## config.mk

```make
export PLATFORM = sky130hd
export DESIGN_NAME = page_prog_ctrl
export DESIGN_NICKNAME = d
export VERILOG_FILES = /design/src/rtl/ppc_pkg.sv /design/src/rtl/ppc_seq.sv /design/src/rtl/ppc_page_buf.sv /design/src/rtl/ppc_status.sv /design/src/rtl/page_prog_ctrl.sv
export SDC_FILE = /design/constraint.sdc
export NUM_CORES = 1
export LEC_CHECK = 0
export BUFFER_PORTS_ARGS = -buffer_cell sky130_fd_sc_hd__buf_2
export CAP_MARGIN = 15
export CELL_PAD_IN_SITES_DETAIL_PLACEMENT = 1
export CELL_PAD_IN_SITES_GLOBAL_PLACEMENT = 2
export CORE_ASPECT_RATIO = 1.75
export CORE_MARGIN = 5
export CORE_UTILIZATION = 30
export DETAILED_ROUTE_END_ITERATION = 8
export HOLD_SLACK_MARGIN = 0.12
export PLACE_DENSITY_LB_ADDON = 0.12
export SLEW_MARGIN = 5
export SYNTH_ARGS = -nofsm -noshare
export SYNTH_HDL_FRONTEND = slang
export SYNTH_SLANG_ARGS = --single-unit
```

## constraint.sdc

```tcl
create_clock -name clk -period 4 [get_ports clk]
set_clock_uncertainty 0.1 [all_clocks]
set_input_delay 0.4 -clock clk [delete_from_list [all_inputs] [get_ports clk]]
set_output_delay 0.4 -clock clk [all_outputs]
set_load 0.02 [all_outputs]
```

## src/rtl/ppc_pkg.sv

```systemverilog
package ppc_pkg;
  typedef enum logic [1:0] {
    PS_IDLE   = 2'd0,
    PS_LOAD   = 2'd1,
    PS_PROG   = 2'd2,
    PS_COMMIT = 2'd3
  } ppc_state_e;
endpackage

```

## src/rtl/ppc_seq.sv

```systemverilog
module ppc_seq
  import ppc_pkg::*;
#(
  parameter int WIN_CYCLES  = 100,
  parameter int PROG_CYCLES = 1000000
) (
  input  logic       clk,
  input  logic       rst_n,
  input  logic       wr_fire,
  input  logic       page_hit,
  input  logic       cmt_ready,
  output ppc_state_e state,
  output logic       first_load,
  output logic       store,
  output logic       enter_prog
);
  localparam int WIN_W = $clog2(WIN_CYCLES + 1);
  localparam int PRG_W = $clog2(PROG_CYCLES + 1);

  logic [WIN_W-1:0] win_cnt;
  logic [PRG_W-1:0] prog_cnt;

  // Accepted store: opening write, or a same-page write while loading.
  always_comb begin
    first_load = wr_fire && (state == PS_IDLE);
    store      = first_load || (wr_fire && (state == PS_LOAD) && page_hit);
    enter_prog = (state == PS_LOAD) && !store &&
                 (win_cnt == WIN_W'(WIN_CYCLES - 1));
  end

  always_ff @(posedge clk) begin
    if (!rst_n) begin
      state    <= PS_IDLE;
      win_cnt  <= '0;
      prog_cnt <= '0;
    end else begin
      unique case (state)
        PS_IDLE: begin
          if (first_load) begin
            state   <= PS_LOAD;
            win_cnt <= '0;
          end
        end
        PS_LOAD: begin
          if (store) begin
            win_cnt <= '0;
          end else if (enter_prog) begin
            state    <= PS_PROG;
            prog_cnt <= '0;
          end else begin
            win_cnt <= win_cnt + 1'b1;
          end
        end
        PS_PROG: begin
          if (prog_cnt == PRG_W'(PROG_CYCLES - 1)) begin
            state <= PS_COMMIT;
          end else begin
            prog_cnt <= prog_cnt + 1'b1;
          end
        end
        PS_COMMIT: begin
          if (cmt_ready) state <= PS_IDLE;
        end
        default: state <= PS_IDLE;
      endcase
    end
  end
endmodule

```

## src/rtl/ppc_page_buf.sv

```systemverilog
module ppc_page_buf #(
  parameter int OFF_W  = 6,
  parameter int DATA_W = 8,
  parameter int PAGE_W = 7
) (
  input  logic                          clk,
  input  logic                          rst_n,
  input  logic                          first_load,
  input  logic                          store,
  input  logic [PAGE_W-1:0]             page_in,
  input  logic [OFF_W-1:0]              off_in,
  input  logic [DATA_W-1:0]             data_in,
  output logic [PAGE_W-1:0]             page_q,
  output logic [DATA_W-1:0]             last_q,
  output logic [(1<<OFF_W)*DATA_W-1:0]  data_flat,
  output logic [(1<<OFF_W)-1:0]         mask_q
);
  localparam int SLOTS = 1 << OFF_W;

  logic [DATA_W-1:0] slot_q [SLOTS];

  always_ff @(posedge clk) begin
    if (!rst_n) begin
      page_q <= '0;
      last_q <= '0;
      mask_q <= '0;
      for (int i = 0; i < SLOTS; i++) slot_q[i] <= '0;
    end else if (store) begin
      last_q <= data_in;
      if (first_load) page_q <= page_in;
      for (int i = 0; i < SLOTS; i++) begin
        if (off_in == OFF_W'(i)) begin
          slot_q[i] <= data_in;
          mask_q[i] <= 1'b1;
        end else if (first_load) begin
          mask_q[i] <= 1'b0;
        end
      end
    end
  end

  for (genvar g = 0; g < SLOTS; g++) begin : g_flat
    assign data_flat[g*DATA_W +: DATA_W] = slot_q[g];
  end
endmodule

```

## src/rtl/ppc_status.sv

```systemverilog
module ppc_status #(
  parameter int DATA_W = 8
) (
  input  logic              clk,
  input  logic              rst_n,
  input  logic              rd_valid,
  output logic              rd_ready,
  input  logic              in_prog,
  input  logic              enter_prog,
  input  logic [DATA_W-1:0] last_byte,
  input  logic [DATA_W-1:0] arr_rdata,
  output logic              rsp_valid,
  input  logic              rsp_ready,
  output logic [DATA_W-1:0] rsp_data
);
  logic              tog_q;
  logic              rd_fire;
  logic [DATA_W-1:0] status_byte;

  assign rd_ready    = !rsp_valid || rsp_ready;
  assign rd_fire     = rd_valid && rd_ready;
  assign status_byte = {~last_byte[DATA_W-1], tog_q, last_byte[DATA_W-3:0]};

  always_ff @(posedge clk) begin
    if (!rst_n) begin
      rsp_valid <= 1'b0;
      rsp_data  <= '0;
      tog_q     <= 1'b0;
    end else begin
      if (rd_fire) begin
        rsp_valid <= 1'b1;
        rsp_data  <= in_prog ? status_byte : arr_rdata;
      end else if (rsp_ready) begin
        rsp_valid <= 1'b0;
      end
      if (enter_prog)           tog_q <= 1'b0;
      else if (rd_fire && in_prog) tog_q <= ~tog_q;
    end
  end
endmodule

```

## src/rtl/page_prog_ctrl.sv

```systemverilog
module page_prog_ctrl
  import ppc_pkg::*;
#(
  parameter int ADDR_W      = 13,
  parameter int OFF_W       = 6,
  parameter int DATA_W      = 8,
  parameter int WIN_CYCLES  = 100,
  parameter int PROG_CYCLES = 1000000
) (
  input  logic                              clk,
  input  logic                              rst_n,
  input  logic                              wr_valid,
  output logic                              wr_ready,
  input  logic [ADDR_W-1:0]                 wr_addr,
  input  logic [DATA_W-1:0]                 wr_data,
  input  logic                              rd_valid,
  output logic                              rd_ready,
  input  logic [ADDR_W-1:0]                 rd_addr,
  output logic                              rsp_valid,
  input  logic                              rsp_ready,
  output logic [DATA_W-1:0]                 rsp_data,
  output logic [ADDR_W-1:0]                 arr_raddr,
  input  logic [DATA_W-1:0]                 arr_rdata,
  output logic                              cmt_valid,
  input  logic                              cmt_ready,
  output logic [ADDR_W-OFF_W-1:0]           cmt_page,
  output logic [(1<<OFF_W)*DATA_W-1:0]      cmt_data,
  output logic [(1<<OFF_W)-1:0]             cmt_mask,
  output logic                              busy
);
  localparam int PAGE_W = ADDR_W - OFF_W;

  ppc_state_e        state;
  logic              wr_fire, page_hit, first_load, store, enter_prog, in_prog;
  logic [PAGE_W-1:0] page_q;
  logic [DATA_W-1:0] last_q;

  assign wr_ready  = (state == PS_IDLE) || (state == PS_LOAD);
  assign wr_fire   = wr_valid && wr_ready;
  assign page_hit  = (wr_addr[ADDR_W-1:OFF_W] == page_q);
  assign in_prog   = (state == PS_PROG) || (state == PS_COMMIT);
  assign cmt_valid = (state == PS_COMMIT);
  assign cmt_page  = page_q;
  assign busy      = (state != PS_IDLE);
  assign arr_raddr = rd_addr;

  ppc_seq #(
    .WIN_CYCLES (WIN_CYCLES),
    .PROG_CYCLES(PROG_CYCLES)
  ) u_seq (
    .clk       (clk),
    .rst_n     (rst_n),
    .wr_fire   (wr_fire),
    .page_hit  (page_hit),
    .cmt_ready (cmt_ready),
    .state     (state),
    .first_load(first_load),
    .store     (store),
    .enter_prog(enter_prog)
  );

  ppc_page_buf #(
    .OFF_W (OFF_W),
    .DATA_W(DATA_W),
    .PAGE_W(PAGE_W)
  ) u_buf (
    .clk       (clk),
    .rst_n     (rst_n),
    .first_load(first_load),
    .store     (store),
    .page_in   (wr_addr[ADDR_W-1:OFF_W]),
    .off_in    (wr_addr[OFF_W-1:0]),
    .data_in   (wr_data),
    .page_q    (page_q),
    .last_q    (last_q),
    .data_flat (cmt_data),
    .mask_q    (cmt_mask)
  );

  ppc_status #(
    .DATA_W(DATA_W)
  ) u_status (
    .clk       (clk),
    .rst_n     (rst_n),
    .rd_valid  (rd_valid),
    .rd_ready  (rd_ready),
    .in_prog   (in_prog),
    .enter_prog(enter_prog),
    .last_byte (last_q),
    .arr_rdata (arr_rdata),
    .rsp_valid (rsp_valid),
    .rsp_ready (rsp_ready),
    .rsp_data  (rsp_data)
  );
endmodule

```

# Yosys cells after proc, flatten, opt, wreduce, memory -nomap -nowiden
# Memories as Yosys holds them, arrays and structs flattened.
# Cells that the tools add are included.
word_totals:
  reg_bits: 118
  ram_bits: 512
  elab_cells: 774
  n_memories: 1
mem_list:
  columns: ["memory", "depth", "width", "read_ports", "rd_clocked_by_memory_dff", "write_ports", "line", "rtl"]
  rows:
  - ["u_buf.slot_q", 64, 8, 64, 0, 64, "ppc_page_buf.sv:20", "logic [DATA_W-1:0] slot_q [SLOTS];"]
classes:
  add_sub_neg: 2
  eq_ne: 76
  mux: 403
  bitwise: 67
  n_reduce_logical: 153
op_table:
  columns: ["cell", "count"]
  rows:
  - ["$mux 8", 65]
  - ["$mux 1", 324]
  - ["$eq 6x6->1 const B", 32]
  - ["$reduce_bool 2->1", 68]
  - ["$reduce_and 2->1", 65]
  - ["$eq 6x5->1 const B", 16]
  - ["$or 1x1->1", 64]
  - ["$mux 20", 3]
  - ["$eq 6x4->1 const B", 8]
  - ["$pmux 20 s2", 1]
  - ["$eq 6x3->1 const B", 4]
  - ["$mux 7", 3]
  - ["$add 20x1->20 const B", 1]
  - ["$eq 20x20->1 const B", 1]
  - ["$pmux 7 s2", 1]
  - ["$eq 6x2->1 const B", 2]
  - ["$mux 2", 5]
  - ["$logic_and 1x1->1", 8]
  - ["$ne 2x2->1 const B", 4]
  - ["$pmux 2 s4", 1]
  - ["$add 7x1->7 const B", 1]
  - ["$eq 7x7->1", 1]
  - ["$eq 7x7->1 const B", 1]
  - ["$eq 6x1->1 const B", 1]
  - ["other kinds (13)", 21]

# Logic depth before layout (Yosys ltp)
# Gate-level depths: netlist (run 1).
logic_depth:
  word_depth: 12
  depth_mapped: 10
  mapped_depth_nobuf: 8

# Modules after synthesis
# From an unflattened synthesis (run 1), not the netlist that was laid out.
hier_totals:
  cells_unflattened: 1514
  area_unflattened_um2: 23014.6
modules_own_cells:
  columns: ["module", "n_inst", "cells_each", "area_each_um2"]
  rows:
  - ["ppc_page_buf", 1, 1234, 20617.3]
  - ["ppc_seq", 1, 205, 1690.4]
  - ["ppc_status", 1, 48, 503.0]
  - ["page_prog_ctrl", 1, 27, 203.9]

# Least setup slack after synthesis (run 1)
# No wires, ideal clock.
synth_timing:
  path_kind: "register to register"
  startpoint: "register u_buf.page_q[3]"
  endpoint: "memory u_buf.slot_q[55][0] (netlist: u_buf.slot_q[1][184]), enable pin"
  arrival_time_ns: 2.443
  t_required_ns: 3.516
  path_slack_ns: 1.072
  path_stages_with_launch: 7
  n_path_buf: 1
  cell_sequence: "dfxtp_1 -> xor2_1 -> nor4_1 -> a21oi_1 -> or3b_2 -> clkbuf_1 -> o21ai_0"
synth_lines:
  columns: ["element", "line", "rtl"]
  rows:
  - ["start, declared", "ppc_page_buf.sv:13", "output logic [PAGE_W-1:0] page_q,"]
  - ["start signal, assigned", "ppc_page_buf.sv:30", "if (first_load) page_q <= page_in;"]
  - ["end, declared", "ppc_page_buf.sv:20", null]

==> results of run 1 <==
## registers in the layout (all words and copies together) (netlist names)
| signal | flops |
|---|---|
| u_seq.prog_cnt | 20 |
| u_status.tog_q | 1 |
| u_buf.mask_q | 64 |
| u_seq.state | 2 |
| u_status.rsp_valid | 1 |
| u_buf.last_q | 7 |
| u_buf.slot_q | 512 |
| u_buf.page_q | 7 |
| u_status.rsp_data | 8 |
| u_seq.win_cnt | 7 |
## cells in the final DEF (no fill, tap or decap), drive strengths merged, types with 23 or more instances in the layout
cell,count
o21ai,117
clkinv,23
nor2,320
dfxtp,117
buf,695
edfxtp,512
clkbuf,67
dlygate4sd3,24
nand2,195
## worst max-delay path, stage by stage
cell	delay [ps]
dlygate4sd3_1	540
buf_2	140
xor2_1	160
nor4_1	460
a21oi_2	260
buf_4	270
or3_1	610
o21ai_0	300
buf_4	210
## cells by family after synthesis
family,Yosys count,share of synthesized area (%)
muxes,10,0.456
AOI/OAI and AO/OA,167,4.37
DFF,629,80.7
and+or+nand+nor,600,11.3
buffers and inverters,103,2.07
adders and majority gates,7,0.399
xor gates and xnor gates,18,0.718
## power groups by stage
stage	Sequential [W]	Clock [W]	Combinational, W
2_1_floorplan	0.00799	0	0.000682
3_3_place_gp	0.00767	0	0.00179
3_5_place_dp	0.00768	0	0.00180
4_1_cts	0.00754	0.00618	0.00183
5_1_grt	0.00756	0.00645	0.00193
6_report	0.00753	0.00602	0.00178
## how the worst max path moves through the flow
stage / cells after the start / to / slack [ps] / from
floorplan: 6 / u_buf.slot_q[1][184] / 1070 / u_buf.page_q[3]
global route: 8 / u_buf.slot_q[0][111] / 710 / u_seq.state[1]
finish: 9 / u_buf.slot_q[1][149] / 870 / wr_addr[12]
global placement: 8 / u_buf.slot_q[1][159] / 790 / wr_addr[6]
CTS: 9 / u_buf.slot_q[1][149] / 870 / u_seq.state[1]
detailed placement: 7 / u_buf.slot_q[0][124] / 770 / wr_addr[6]
## through the flow
step,cell area [sq um],total power [W]
final,28800,0.0153
after floorplan,22000,0.00867
after CTS,28800,0.0155
after global routing,28800,0.0159
after global placement,26500,0.00946
after detailed placement,26500,0.00948
## final cells by class
cell class / instances / area (sq um)
multi-input combinational: 802 / 3850
clock inverter: 43 / 543
tap: 931 / 1160
sequential: 629 / 17700
timing repair buffer: 719 / 3880
fill: 7830 / 44000
clock buffer: 67 / 1550
antenna: 1 / 2.50
inverter: 19 / 71.3
## routing by layer
| layer | GRT usage [%] | part of all wire, % | vias up | wire length [um] |
|---|---|---|---|---|
| met4 | 6.87 | 3.5 | 2 | 3060 |
| met1 | 21.6 | 35 | 7482 | 29800 |
| met5 | 0 | 0.015 | - | 13 |
| li1 | - | - | 6806 | - |
| met3 | 9.31 | 10 | 132 | 9040 |
| met2 | 38.5 | 51 | 621 | 44300 |
## timing repair
| action | CTS | global route |
|---|---|---|
| hold endpoints to repair | 23 | 0 |
| setup buffers | 0 | 0 |
| hold buffers | 24 | 0 |
==> impl_metrics.py, run 1 <==
metrics = {
    "detailed_routing": {
        "routed-via-count": 15000,
        "drt_iter0_drc": 870,
        "wl_per_cell_um": 26.8,
        "drc": 0,
        "ant_nets": 0,
        "drt_pre_antenna_iters": 6,
        "vias_per_cell": 4.68,
        "routed_wl_um": 86200,
    },
    "yosys": {
        "yosysUniqueCellTypes": 53,
        "yosysTopAreaCell": "edfxtp_1",
        "synth_cells": 1534,
        "yosysMostFrequentCell": "edfxtp_1",
        "synth-edff-count": 512,
        "ys_ff_latch": 629,
        "synth_area_leaders": "edfxtp_1, dfxtp_1, nor2_1",
        "async_flop_share_pct": 0,
        "synth_top_area_share_pct": 70.0,
        "syn_area_sq_um": 22000,
        "ys_seq_area_share_pct": 80.7,
        "ys_warn_count": 0,
        "synthFlopType": "edfxtp_1",
        "synth_nets": 1589,
        "avgSynthCellArea_sq_um": 14.3,
        "synth_common_cells": "edfxtp_1, nor2_1, nand2_1",
    },
    "sta": {
        "finalMaxSlewViolations": 0,
        "tightest_slew_ps": 996,
        "fin_crit_sh_pct": 78.1,
        "max_freq_mhz": 320,
        "setup_tns_ps": 0,
        "slew_headroom_pct": 33.3,
        "hold_viol": 0,
        "setup_ws_ps": 874,
        "holdWs_ps": 195,
        "finalSetupViolations": 0,
        "rsz0062_at_grt": "false",
        "min_period_ps": 3130,
    },
    "layout": {
        "layout-drive-gt1-share_pct": 35.9,
        "area_growth_pct": 31.1,
        "final_cells": 3211,
        "fin_util_pct": 39.6,
        "fin_nets": 2284,
    },
    "worst_setup_path": {
        "reg2reg_from": "u_seq.state[1]",
        "r2r_cells": 9,
        "crit_path_end_kind": "flip-flop",
        "crit_type": "in2reg",
        "worstPathRequired_ps": 4240,
        "reg2reg_slack_ps": 900,
        "crit_path_start_kind": "input port",
        "arrival_ps": 3360,
        "reg2reg_to": "u_buf.slot_q[1][149]",
        "cp_max_fo": 10,
    },
    "placement": {
        "dp_cells": 3076,
        "place_hpwl_um": 64700,
        "place_congestion": 0.763,
        "dp_slack_ps": 773,
        "portBuffers": 630,
    },
    "floorplan": {
        "dieArea_sq_um": 78900,
        "start_util_pct": 30.2,
        "coreArea_sq_um": 72800,
        "die_y_um": 368,
        "rows": 131,
        "die_w_um": 214,
        "io-pin-count": 657,
    },
    "worst_hold_path": {
        "whs_endpoint": "u_buf.page_q[2]",
        "worstHoldStart": "wr_valid",
        "hold_path_class": "in2reg",
        "min_path_cells": 4,
    },
    "pwr": {
        "vdd_drop_max_uv": 307,
        "seq_power_share_pct": 49.1,
        "power_density_nw_per_um2": 533,
        "p_sw_w": 0.00398,
        "p_int_w": 0.0113,
        "clockPowerShare_pct": 39.3,
        "switching_share_pct": 26.0,
        "pwr-share-comb_pct": 11.6,
        "p_leak_nw": 11.8,
    },
    "global_routing": {
        "antenna_found_initial": 7,
        "grt_usage_pct": 21.1,
        "grt_pass1_wl_um": 121000,
        "grt_pass1_vias": 16000,
        "grt_start_max_net_pins": 65,
        "grt-ovfl-total": 0,
    },
    "clock_tree": {
        "htreeDepth": 2,
        "clk_pin_slew_ps": 70,
        "clockRootBuffer": "clkbuf_16",
        "insertion_delay_ps": 610,
        "ctsResizeCount": 0,
        "cts_tree": "done",
        "numCtsBuffers": 58,
        "clk_path_buf_depth": 3,
        "clkSinkCount": 629,
    },
    "flow_run": {
        "max-cap-violations": 0,
    },
    "status": {
        "status": "finished clean",
    },
}
No activity file was read; power rests on OpenSTA's default activity.
==> inputs of run 2 (changes only) <==
==> constraint.sdc (replaced) <==
create_clock -name clk -period 2.85 [get_ports clk]
set_clock_uncertainty 0.1 [all_clocks]
set_input_delay 0.285 -clock clk [delete_from_list [all_inputs] [get_ports clk]]
set_output_delay 0.285 -clock clk [all_outputs]
set_load 0.02 [all_outputs]
==> run 2 against run 1 <==
Combinational power rose by 51%. Register-to-register slack got worse by 680 ps. Routed wire length fell by 0.23%. Sequential power rose by 41%. Setup slack got worse by 660 ps. Critical path type is now reg2reg. Highest routed layer is now met4.
==> impl_metrics.py, run 2 (synthesis gave the netlist of run 1 again) <==
metrics = {
    "pwr": {
        "p_int_w": 0.0154,
        "clockPowerShare_pct": 37.0,
        "p_leak_nw": 12.1,
        "pwr-share-comb_pct": 12.7,
        "p_sw_w": 0.00557,
        "switching_share_pct": 26.5,
        "seq_power_share_pct": 50.3,
        "power_density_nw_per_um2": 719,
        "vdd_drop_max_uv": 522,
    },
    "global_routing": {
        "met2_usage_pct": 39.1,
        "grt_pass1_wl_um": 121000,
        "grt_usage_pct": 21.0,
        "met1_usage_pct": 22.4,
        "antenna_found_initial": 2,
        "globalRouteMet3Util_pct": 7.77,
        "grt_start_max_net_pins": 68,
        "top_usage_layer": "met2",
        "grt-ovfl-total": 0,
        "grt_pass1_vias": 16200,
    },
    "worst_setup_path": {
        "critical_path.top_delay_family": "buffers and inverters",
        "crit_type": "reg2reg",
        "cp_slowest_cell": "dfxtp_1",
        "crit_path_start_kind": "flip-flop",
        "arrival_ps": 2840,
        "cp-startpoint": "u_seq.state[1]",
        "reg2reg_from": "u_seq.state[1]",
        "cp_max_fo": 8,
        "crit_path_end_kind": "flip-flop",
        "crit_buf_inv": 4,
        "cp_common_cell": "buf_4",
        "cp_slowest_stage_delay_ps": 390,
        "path_cells": "inv_1 -> ha_1 -> and2_4 -> buf_4 -> a21oi_4 -> buf_4 -> nor3_2 -> buf_4 -> nand2_1 -> nand2_1",
        "worstPathRequired_ps": 3060,
    },
    "placement": {
        "place_congestion": 0.795,
        "dp_slack_ps": -110,
        "dp_cells": 3134,
        "portBuffers": 630,
        "place_hpwl_um": 64900,
    },
    "floorplan": {
        "die_y_um": 368,
        "io-pin-count": 657,
        "start_util_pct": 30.2,
        "coreArea_sq_um": 72800,
        "rows": 131,
        "die_w_um": 214,
        "dieArea_sq_um": 78900,
    },
    "sta": {
        "rsz0062_at_grt": "false",
        "finalSetupViolations": 0,
        "setup_ws_ps": 218,
        "fin_crit_sh_pct": 92.3,
        "min_period_ps": 2630,
        "max_freq_mhz": 380,
        "slew_headroom_pct": 50.2,
        "setup_tns_ps": 0,
        "tightest_slew_ps": 748,
        "finalMaxSlewViolations": 0,
        "hold_viol": 0,
    },
    "layout": {
        "fin_nets": 2353,
        "fin_util_pct": 40.2,
        "layout_common_cells": "buf_2, edfxtp_1, nor2_1",
        "layout_commonest_cell": "buf_2",
        "top_register": "u_buf.slot_q",
        "largest_register_ff_count": 512,
        "layout-drive-gt1-share_pct": 37.1,
        "area_growth_pct": 33.1,
        "final_cells": 3277,
        "biggestRegsByFlops": "u_buf.slot_q x512, u_buf.mask_q x64, u_seq.prog_cnt x20",
    },
    "detailed_routing": {
        "routed_wl_um": 86000,
        "ant_nets": 0,
        "drc": 0,
        "drt_iter0_drc": 805,
        "routed-via-count": 15200,
        "wl_per_cell_um": 26.2,
        "vias_per_cell": 4.65,
        "drt_pre_antenna_iters": 5,
    },
    "clock_tree": {
        "cts_tree": "done",
        "insertion_delay_ps": 610,
        "htreeDepth": 2,
        "clk_pin_slew_ps": 60,
        "clk_path_buf_depth": 3,
        "numCtsBuffers": 57,
        "clockRootBuffer": "clkbuf_16",
        "clkSinkCount": 629,
    },
    "flow_run": {
        "max-cap-violations": 0,
    },
    "worst_hold_path": {
        "worstHoldStart": "cmt_ready",
        "hold_path_class": "in2reg",
    },
    "status": {
        "status": "finished clean",
    },
}
run 2: through the flow:
step                area, sq um  hold slack (ps)  power (W)
detailed placement        27000              336     0.0134
global placement          27000              333     0.0134
finish                    29200              169     0.0210
floorplan                 22000              314     0.0122
global route              29200              183     0.0219
CTS                       29200              126     0.0213
run 2: path summary, 6_finish.rpt:
check,to,slack [ps],depth (start not counted)
min reg2reg,u_buf.mask_q[36],350,2
min,u_seq.state[0],170,6
max,u_buf.slot_q[0][132],220,10
max reg2reg,u_buf.slot_q[0][132],220,10
run 2: power groups by stage:
stage,sequential (W),combinational (W),clock [W]
6_report,0.0106,0.00268,0.00778
5_1_grt,0.0106,0.00289,0.00837
4_1_cts,0.0106,0.00273,0.00800
3_5_place_dp,0.0108,0.00266,0
3_3_place_gp,0.0108,0.00263,0
2_1_floorplan,0.0112,0.000957,0
run 2: area by class of cell:
type | count | area [sq um]
clock buffers | 71 | 1510
inverters | 19 | 71.3
well taps | 931 | 1160
clock inverters | 35 | 358
fillers | 7791 | 43500
diodes | 1 | 2.50
flip-flops and latches | 629 | 17700
multi-input cells | 802 | 3880
repair buffers | 789 | 4520
run 2: tightest hold or removal path, delay by kind of cell:
| kind | cells | cell delay [ps] |
|---|---|---|
| and+or+nand+nor | 1 | 130 |
| buffers and inverters | 2 | 170 |
| AOI/OAI and AO/OA | 3 | 240 |
run 2: repair_timing:
item,in CTS,in global routing
hold buffers,35,0
setup endpoints to repair,137,82
endpoints found under the hold margin,60,0
buffers inserted,0,1
gates resized for setup,1,6
run 2: layer usage:
layer  up-vias  wire, um
met5         -         0
met3        98      7600
met1      7607     31000
li1       6946         -
met4         0      2360
met2       587     45000
